==> src/rtl/lps_pkg.sv <==
package lps_pkg;

    typedef enum logic [1:0] {
        PS_RUN   = 2'd0,
        PS_STOPG = 2'd1,
        PS_SLEEP = 2'd2,
        PS_DEEP  = 2'd3
    } pwr_state_e;

    typedef struct packed {
        pwr_state_e state;
        logic       ack;
    } seq_regs_t;

    typedef struct packed {
        logic core;
        logic bus;
        logic intc;
        logic snoop;
    } clk_en_t;

endpackage

==> src/rtl/lps_sync.sv <==
module lps_sync #(
    parameter int   STAGES  = 2,
    parameter logic RST_VAL = 1'b1
) (
    input  logic clk,
    input  logic rst_n,
    input  logic async_i,
    output logic sync_o
);
    logic [STAGES-1:0] chain_d, chain_q;

    always_comb begin
        chain_d = {chain_q[STAGES-2:0], async_i};
    end

    always_ff @(posedge clk or negedge rst_n) begin
        if (!rst_n) chain_q <= {STAGES{RST_VAL}};
        else        chain_q <= chain_d;
    end

    assign sync_o = chain_q[STAGES-1];
endmodule

==> src/rtl/lps_fsm.sv <==
module lps_fsm
    import lps_pkg::*;
(
    input  logic       clk,
    input  logic       rst_n,
    input  logic       stp_req,
    input  logic       slp_req,
    input  logic       bclk_ok,
    output pwr_state_e state_o,
    output logic       ack_o
);
    seq_regs_t r_d, r_q;

    always_comb begin
        r_d     = r_q;
        r_d.ack = 1'b0;
        unique case (r_q.state)
            PS_RUN: begin
                if (stp_req) begin
                    r_d.state = PS_STOPG;
                    r_d.ack   = 1'b1;
                end
            end
            PS_STOPG: begin
                if (!stp_req)     r_d.state = PS_RUN;
                else if (slp_req) r_d.state = PS_SLEEP;
            end
            PS_SLEEP: begin
                if (!bclk_ok)      r_d.state = PS_DEEP;
                else if (!slp_req) r_d.state = PS_STOPG;
            end
            PS_DEEP: begin
                if (bclk_ok) r_d.state = PS_SLEEP;
            end
            default: r_d.state = PS_RUN;
        endcase
    end

    always_ff @(posedge clk or negedge rst_n) begin
        if (!rst_n) r_q <= '{state: PS_RUN, ack: 1'b0};
        else        r_q <= r_d;
    end

    assign state_o = r_q.state;
    assign ack_o   = r_q.ack;

    p_ack_single_r1: assert property (@(posedge clk) disable iff (!rst_n)
        r_q.ack |=> !r_q.ack);
    p_ack_entry_r1: assert property (@(posedge clk) disable iff (!rst_n)
        r_q.ack |-> (r_q.state == PS_STOPG && $past(r_q.state) == PS_RUN));
    p_run_exit_r3: assert property (@(posedge clk) disable iff (!rst_n)
        (r_q.state == PS_RUN && $past(r_q.state) == PS_STOPG) |-> !$past(stp_req));
    p_sleep_entry_r4: assert property (@(posedge clk) disable iff (!rst_n)
        (r_q.state == PS_SLEEP && $past(r_q.state) != PS_SLEEP)
            |-> ($past(r_q.state) == PS_STOPG || $past(r_q.state) == PS_DEEP));
    p_deep_entry_r6: assert property (@(posedge clk) disable iff (!rst_n)
        (r_q.state == PS_DEEP && $past(r_q.state) != PS_DEEP)
            |-> ($past(r_q.state) == PS_SLEEP && !$past(bclk_ok)));
endmodule

==> src/rtl/lps_thermal.sv <==
module lps_thermal (
    input  logic clk,
    input  logic rst_n,
    input  logic overtemp,
    output logic trip_o
);
    logic trip_d, trip_q;

    always_comb begin
        trip_d = trip_q | overtemp;
    end

    always_ff @(posedge clk or negedge rst_n) begin
        if (!rst_n) trip_q <= 1'b0;
        else        trip_q <= trip_d;
    end

    assign trip_o = trip_q;

    p_trip_hold_r9: assert property (@(posedge clk) disable iff (!rst_n)
        trip_q |=> trip_q);
    p_trip_set_r10: assert property (@(posedge clk) disable iff (!rst_n)
        overtemp |=> trip_q);
endmodule

==> src/rtl/lps_seq.sv <==
module lps_seq
    import lps_pkg::*;
#(
    parameter int SYNC_STAGES = 2
) (
    input  logic       clk,
    input  logic       rst_n,
    input  logic       stpclk_req_n,
    input  logic       sleep_req_n,
    input  logic       bclk_present,
    input  logic       overtemp,
    output logic       core_clk_en,
    output logic       bus_clk_en,
    output logic       intc_clk_en,
    output logic       snoop_int_en,
    output logic       grant_ack,
    output logic       therm_trip,
    output logic [1:0] pwr_state
);
    localparam int REQ_N = 2;

    logic [REQ_N-1:0] pin_n, synced_n;
    pwr_state_e       state;
    logic             ack, trip;
    clk_en_t          en_raw, en_out;

    assign pin_n = {sleep_req_n, stpclk_req_n};

    for (genvar gi = 0; gi < REQ_N; gi++) begin : g_sync
        lps_sync #(.STAGES(SYNC_STAGES), .RST_VAL(1'b1)) u_sync (
            .clk    (clk),
            .rst_n  (rst_n),
            .async_i(pin_n[gi]),
            .sync_o (synced_n[gi])
        );
    end

    lps_fsm u_fsm (
        .clk    (clk),
        .rst_n  (rst_n),
        .stp_req(~synced_n[0]),
        .slp_req(~synced_n[1]),
        .bclk_ok(bclk_present),
        .state_o(state),
        .ack_o  (ack)
    );

    lps_thermal u_thermal (
        .clk     (clk),
        .rst_n   (rst_n),
        .overtemp(overtemp),
        .trip_o  (trip)
    );

    always_comb begin
        unique case (state)
            PS_RUN:   en_raw = '{core: 1'b1, bus: 1'b1, intc: 1'b1, snoop: 1'b1};
            PS_STOPG: en_raw = '{core: 1'b0, bus: 1'b1, intc: 1'b1, snoop: 1'b1};
            default:  en_raw = '{core: 1'b0, bus: 1'b0, intc: 1'b0, snoop: 1'b0};
        endcase
        en_out = trip ? '0 : en_raw;
    end

    assign core_clk_en  = en_out.core;
    assign bus_clk_en   = en_out.bus;
    assign intc_clk_en  = en_out.intc;
    assign snoop_int_en = en_out.snoop;
    assign grant_ack    = ack & ~trip;
    assign therm_trip   = trip;
    assign pwr_state    = state;

    p_trip_quiet_r9: assert property (@(posedge clk) disable iff (!rst_n)
        therm_trip |-> !(core_clk_en || bus_clk_en || intc_clk_en || grant_ack));
    p_bus_stopg_r2: assert property (@(posedge clk) disable iff (!rst_n)
        (pwr_state == 2'd1 && !therm_trip) |-> (bus_clk_en && !core_clk_en));
endmodule

==> config.mk <==
export PLATFORM = sky130hd
export DESIGN_NAME = lps_seq
export DESIGN_NICKNAME = d
export VERILOG_FILES = /design/src/rtl/lps_pkg.sv /design/src/rtl/lps_sync.sv /design/src/rtl/lps_fsm.sv /design/src/rtl/lps_thermal.sv /design/src/rtl/lps_seq.sv
export SDC_FILE = /design/constraint.sdc
export NUM_CORES = 1
export LEC_CHECK = 0
export ABC_AREA = 1
export BUFFER_PORTS_ARGS = -buffer_cell sky130_fd_sc_hd__buf_4
export CORE_UTILIZATION = 30
export DETAILED_ROUTE_END_ITERATION = 8
export REMOVE_ABC_BUFFERS = 1
export SLEW_MARGIN = 10
export SYNTH_ARGS = -nofsm -noshare
export SYNTH_HDL_FRONTEND = slang
export SYNTH_SLANG_ARGS = --single-unit
==> constraint.sdc <==
create_clock -name clk -period 1.3 [get_ports clk]
set_clock_uncertainty 0.05 [all_clocks]
set_input_delay 0.13 -clock clk [delete_from_list [all_inputs] [get_ports clk]]
set_output_delay 0.13 -clock clk [all_outputs]
set_load 0.01 [all_outputs]
==> results_dict.tcl, run 1 <==
set metrics [dict create \
    clockBufferDepth 2 \
    timing.critical_path.cells "buf_4, inv_2, nand2_2, nor2_2, nor2_4, nand3_1, nand2_1" \
    global_route_wire_length_before_repair_um 1240 \
    placed_cells 75 \
    ant_nets 0 \
    crit_type "reg -> reg" \
    setup.worst_path.start_class "flip-flop" \
    final.period_utilization_pct 94.4 \
    synth_area_per_cell_um2 8.02 \
    finalPower_w 0.000954 \
    max_cap_violations 0 \
    clockRootBuffer "clkbuf_4" \
    antenna-diode-count 0 \
    start_util_pct 34.5 \
    numPortBuffers 13 \
    run_status "finished, final reports clean" \
    finalHoldWorstSlack_ns 0.0188 \
    ys_seq_elements 8 \
    power.ir.vdd_worst_mv 0.782 \
    cp_data_required_time_ns 1.38 \
    row_count 12 \
    die_height_um 38.9 \
    clock_tree.htree_level_count 1 \
    timing.slew.headroom_pct 86.9 \
    mappedNetlistArea_um2 409 \
    first_global_vias 325 \
    avgViaCountPerCell 4.31 \
    num_io_pins 14 \
    total_number_of_clock_tree_sinks 8 \
    power_report.internal_total_w 0.000610 \
    timing_hold_violations_final 0 \
    dp_hpwl_um 538 \
    flow.area_growth_from_synthesis_pct 40.4 \
    chipWidth_um 38.9 \
    stdcell_count 84 \
    layout.core_utilization_pct 48.4 \
    maxClockFrequency_mhz 815 \
    cts.clk_slew.worst_paths_ns 0.06 \
    drt_iter0_markers 3 \
    leakagePower_nw 0.297 \
    track_usage_pct 12.8 \
    worst_slew_pin_slew_ns 0.195 \
    tritoncts "done" \
    switching_share_pct 36.1 \
    cpPeakStageDelay_ns 0.40 \
    power.sequential.fraction_pct 35.4 \
    drtPass1Iterations 4 \
    timing.critical_path.arrival_ns 1.30 \
    critical_path_buf_inv_count 2 \
    postRouteWirelength_um 746 \
    drc_errors 0 \
    power_per_cell_area_nw_per_um2 1660 \
    floorplan.core_area_um2 1190 \
    grt_start_max_net_pins 9 \
    worst_setup_path_end_kind "flip-flop" \
    finalCriticalPeriod_ns 1.23 \
    detail_route.wl_per_cell_um 8.88 \
    proportion_of_synthesized_chip_area_in_sequential_cells_pct 50.2 \
    worst_hold_path_class "in -> reg" \
    fp.dieArea_um2 1520 \
    synth_cell_types 17 \
    cts_buffers 3 \
    grt.overflow.total 0 \
    yosys_warnings 0 \
    num-nets-final 77 \
    final_slew_violations 0 \
    cp_slowest_cell "dfrtp_2" \
    largest_delay_share_family_worst_path "simple AND/OR/NAND/NOR gates" \
    finalWeightedCongestion 0.714 \
    clock_latency_at_the_later_pin_of_the_worst_skew_pair_ns 0.25 \
    power_switching_w 0.000344 \
    total_number_of_vias 362 \
    combinationalPowerShare_pct 44.1 \
    post_route_cells_drive_above_1_share_pct 45.7 \
    post_synth_inst_count 51 \
    antenna_found_initial 0 \
    crit_path_max_fanout 7 \
    totalNegativeSetupSlack_ns 0 \
    share_clk_of_total_power_pct 20.4 \
    finalSetupViolCount 0 \
]
[cell families after synthesis]
family,Yosys count,synth area share (%)
simple gates,28,30.3
compound gates,4,5.81
buf+inv,11,13.8
flops,8,50.2
[state kept, by name (all words and copies together), names as in the netlist]
register               cells
u_fsm.state_o              2
u_fsm.ack_o                1
u_thermal.trip_o           1
g_sync.u_sync.chain_q      4
[area by class of cell]
type / count / area, µm²
clock buffer: 4 / 26.3
timing repair buffer: 18 / 143
fill: 129 / 612
multi-input combinational: 32 / 150
tap: 14 / 17.5
inverter: 8 / 30.0
sequential: 8 / 208
[worst reg2reg max path, delay by kind of cell (launching register included)]
family                 cells  cell delay, ns
buffers and inverters      2            0.24
AND/OR/NAND/NOR            5            0.41
flip-flops                 1            0.40
[metrics by stage]
stage,setup slack (ns),area [µm²]
global placement,0.160,498
global route,-0.0126,574
finish,0.0724,574
floorplan,0.196,383
CTS,0.0480,572
detailed placement,0.142,498
[what timing repair did]
item	4_1_cts	5_1_grt
hold buffers	3	0
endpoints found under the hold margin	10	0
cloned	0	0
setup endpoints to repair	1	1
resized for setup	2	1
pin swaps	0	0
setup buffers	2	0
[routing by layer]
layer	up-vias	global-route usage, %	share of wire, %
met5	-	0	0
met4	0	7.76	0
met3	0	3.47	2.8
met2	9	21.7	54
met1	165	13.9	43
li1	188	-	-
[synth_stat cells]
cell type	instances	share of area [%]
o21bai_1	1	1.8
dfrtp_1	4	24
nor2_2	1	1.5
a21oi_1	1	1.2
dfstp_2	4	26
buf_6	1	2.8
nor2_4	1	2.8
inv_2	3	2.8
nand3_1	3	3.7
o21ai_1	1	1.2
nand2_2	1	1.5
buf_4	2	3.7
or2_2	1	1.5
nand2_1	11	10
inv_1	5	4.6
a31oi_1	1	1.5
nor2_1	10	9.2
[power groups by stage]
| stage | logic (W) | clock network (W) | registers [W] |
|---|---|---|---|
| 6_report | 0.000421 | 0.000195 | 0.000338 |
| 5_1_grt | 0.000474 | 0.000219 | 0.000344 |
| 4_1_cts | 0.000418 | 0.000210 | 0.000334 |
| 3_5_place_dp | 0.000313 | 0 | 0.000382 |
| 3_3_place_gp | 0.000310 | 0 | 0.000381 |
| 2_1_floorplan | 0.000206 | 0 | 0.000381 |
[cell usage in the layout, fill, tap and decap left out]
| master | Yosys | final |
|---|---|---|
| buf_4 | 2 | 15 |
| nand2_1 | 11 | 11 |
| nor2_1 | 10 | 9 |
| inv_1 | 5 | 5 |
| dfstp_2 | 4 | 4 |
| inv_2 | 3 | 3 |
| nand3_1 | 3 | 3 |
| clkbuf_4 | 0 | 3 |
| dlygate4sd3_1 | 0 | 3 |
| nor2_2 | 1 | 2 |
| dfrtp_1 | 4 | 2 |
| dfrtp_2 | 0 | 2 |
| or2_2 | 1 | 1 |
| nand2_2 | 1 | 1 |
| nor2_4 | 1 | 1 |
| o21ai_1 | 1 | 1 |
| a31oi_1 | 1 | 1 |
| o21bai_1 | 1 | 1 |
| a21oi_1 | 1 | 1 |
| clkbuf_1 | 0 | 1 |
[worst paths after layout]
check,from,end,slack [ns],depth (start not counted)
hold / removal,overtemp,u_thermal.trip_o,0.02,2
setup / recovery,u_fsm.state_o[0],u_fsm.state_o[1],0.07,7
setup reg to reg,u_fsm.state_o[0],u_fsm.state_o[1],0.07,7
max in group asynchronous,rst_n,g_sync[1].u_sync.chain_q[0],0.79,2
hold reg to reg,g_sync[1].u_sync.chain_q[0],g_sync[1].u_sync.chain_q[1],0.30,0
min in group asynchronous,rst_n,u_thermal.trip_o,0.19,2
No activity file was read; power rests on OpenSTA's default activity.
==> run 2: changes to the inputs <==
--- a/config.mk
+++ b/config.mk
@@ -9,7 +9,9 @@
 export BUFFER_PORTS_ARGS = -buffer_cell sky130_fd_sc_hd__buf_4
 export CORE_UTILIZATION = 30
 export DETAILED_ROUTE_END_ITERATION = 8
+export HOLD_SLACK_MARGIN = 0.1
 export REMOVE_ABC_BUFFERS = 1
+export SETUP_SLACK_MARGIN = 0.15
 export SLEW_MARGIN = 10
 export SYNTH_ARGS = -nofsm -noshare
 export SYNTH_HDL_FRONTEND = slang
==> results_dict.tcl, run 2 (same netlist as run 1, synthesis figures left out) <==
set metrics [dict create \
    run_status "finished, final reports clean" \
    combinationalPowerShare_pct 45.4 \
    finalHoldWorstSlack_ns 0.199 \
    floorplan.core_area_um2 1190 \
    die_height_um 38.9 \
    drc_errors 0 \
    r2r_setup_slack_ns 0.14 \
    cts_buffers 3 \
    drtPass1Iterations 2 \
    track_usage_pct 13.9 \
    largest_register "g_sync.u_sync.chain_q" \
    avgViaCountPerCell 4.35 \
    power.sequential.fraction_pct 34.7 \
    flip_flop_count_of_the_largest_register_all_copies_and_words_added 4 \
    switching_share_pct 37.1 \
    layout.cells.most_common_list "buf_4, nand2_1, nor2_1" \
    power_report.internal_total_w 0.000618 \
    global_route_wire_length_before_repair_um 1340 \
    chipWidth_um 38.9 \
    worst_hold_path_class "in -> async" \
    row_count 12 \
    clockBufferDepth 2 \
    maxClockFrequency_mhz 828 \
    finalCriticalPeriod_ns 1.21 \
    timing.critical_path.arrival_ns 1.03 \
    final.period_utilization_pct 92.9 \
    setup.worst_path.start_class "flip-flop" \
    rr_endpoint "u_fsm.state_o[0]" \
    worstSetupEndpoint "core_clk_en" \
    cts.clk_slew.worst_paths_ns 0.06 \
    worstReg2RegStart "u_fsm.state_o[1]" \
    worst_slew_pin_slew_ns 0.140 \
    numPortBuffers 13 \
    total_number_of_clock_tree_sinks 8 \
    totalNegativeSetupSlack_ns 0 \
    postRouteWirelength_um 794 \
    power_switching_w 0.000365 \
    finalSetupViolCount 0 \
    grt_start_max_net_pins 9 \
    start_util_pct 34.5 \
    total_number_of_vias 370 \
    num_io_pins 14 \
    rsz0062_at_grt "true" \
    dp_hpwl_um 538 \
    first_global_vias 345 \
    timing.critical_path.cells "nor2_2, inv_1, nor2_1, buf_4" \
    antenna_found_initial 0 \
    drt_iter0_markers 2 \
    antenna-diode-count 0 \
    clock_latency_at_the_later_pin_of_the_worst_skew_pair_ns 0.25 \
    timing.slew.headroom_pct 90.6 \
    crit_type "reg -> out" \
    commonest_non_fill_non_tap_cell_in_the_layout "buf_4" \
    max_cap_violations 0 \
    num-nets-final 78 \
    flow.area_growth_from_synthesis_pct 46.2 \
    cp_data_required_time_ns 1.12 \
    worst_setup_path_end_kind "output pin" \
    final_slew_violations 0 \
    clockRootBuffer "clkbuf_4" \
    timing.critical_path.from "u_fsm.state_o[0]" \
    power_per_cell_area_nw_per_um2 1640 \
    share_clk_of_total_power_pct 19.9 \
    crit_path_max_fanout 2 \
    detail_route.wl_per_cell_um 9.34 \
    ant_nets 0 \
    cpPeakStageDelay_ns 0.40 \
    clock_tree.htree_level_count 1 \
    leakagePower_nw 0.300 \
    timing.reg2reg.worst_path_depth 7 \
    tritoncts "done" \
    grt.overflow.total 0 \
    timing_hold_violations_final 0 \
    post_route_cells_drive_above_1_share_pct 49.3 \
    fp.dieArea_um2 1520 \
    finalWeightedCongestion 0.714 \
    cp_slowest_cell "dfrtp_2" \
    power.ir.vdd_worst_mv 0.791 \
]
-- run 2: power by group through the flow --
stage	registers (W)	clock network, W	logic [W]
final	0.000341	0.000195	0.000446
after global routing	0.000348	0.000219	0.000502
after CTS	0.000339	0.000210	0.000444
after detailed placement	0.000382	0	0.000313
after global placement	0.000381	0	0.000310
after floorplan	0.000381	0	0.000206
-- run 2: layout make-up --
class | instances | area, µm²
Sequential cell | 8 | 209
Multi-Input combinational cell | 32 | 160
Timing Repair Buffer | 19 | 153
Clock buffer | 4 | 26.3
Inverter | 8 | 32.5
Tap cell | 14 | 17.5
Fill cell | 126 | 588
-- run 2: worst min-delay path by stage --
stage          cells after the start                to   from
2_1_floorplan                      0       u_fsm.ack_o  rst_n
3_3_place_gp                       1  u_fsm.state_o[1]  rst_n
3_5_place_dp                       1  u_thermal.trip_o  rst_n
4_1_cts                            2  u_thermal.trip_o  rst_n
5_1_grt                            2  u_thermal.trip_o  rst_n
6_report                           2  u_thermal.trip_o  rst_n
-- run 2: through the flow --
stage	utilization, %	std cells	area [µm²]	setup WS [ns]	power [W]
4_1_cts	50.1	85	594	0.0750	0.000993
5_1_grt	50.4	85	598	0.00254	0.00107
3_3_place_gp	42.0	75	498	0.160	0.000691
2_1_floorplan	-	48	383	0.196	0.000586
3_5_place_dp	42.0	75	498	0.142	0.000695
6_report	50.4	85	598	0.0925	0.000983
-- run 2: worst max-delay path: cells and delay by family, from the launching register on --
family	cells	cell delay, ns
DFF	1	0.40
buffers and inverters	2	0.18
and+or+nand+nor	2	0.20
-- run 2: routing by layer --
layer  routed length (µm)  part of all wire (%)  global-route usage [%]  vias up
met5                    0                     0                       0        -
met4                    0                     0                    7.76        0
met3                   18                   2.3                    3.47        0
met2                  424                    53                    25.8        7
met1                  351                    44                    13.5      173
li1                     -                     -                       -      190
-- run 2: repair_timing --
item / in CTS / in global routing
hold buffers: 4 / 0
resized for setup: 6 / 2
endpoints found under the hold margin: 11 / 0
pin swaps: 3 / 0
endpoints found under the setup margin: 6 / 8
buffers inserted: 2 / 0
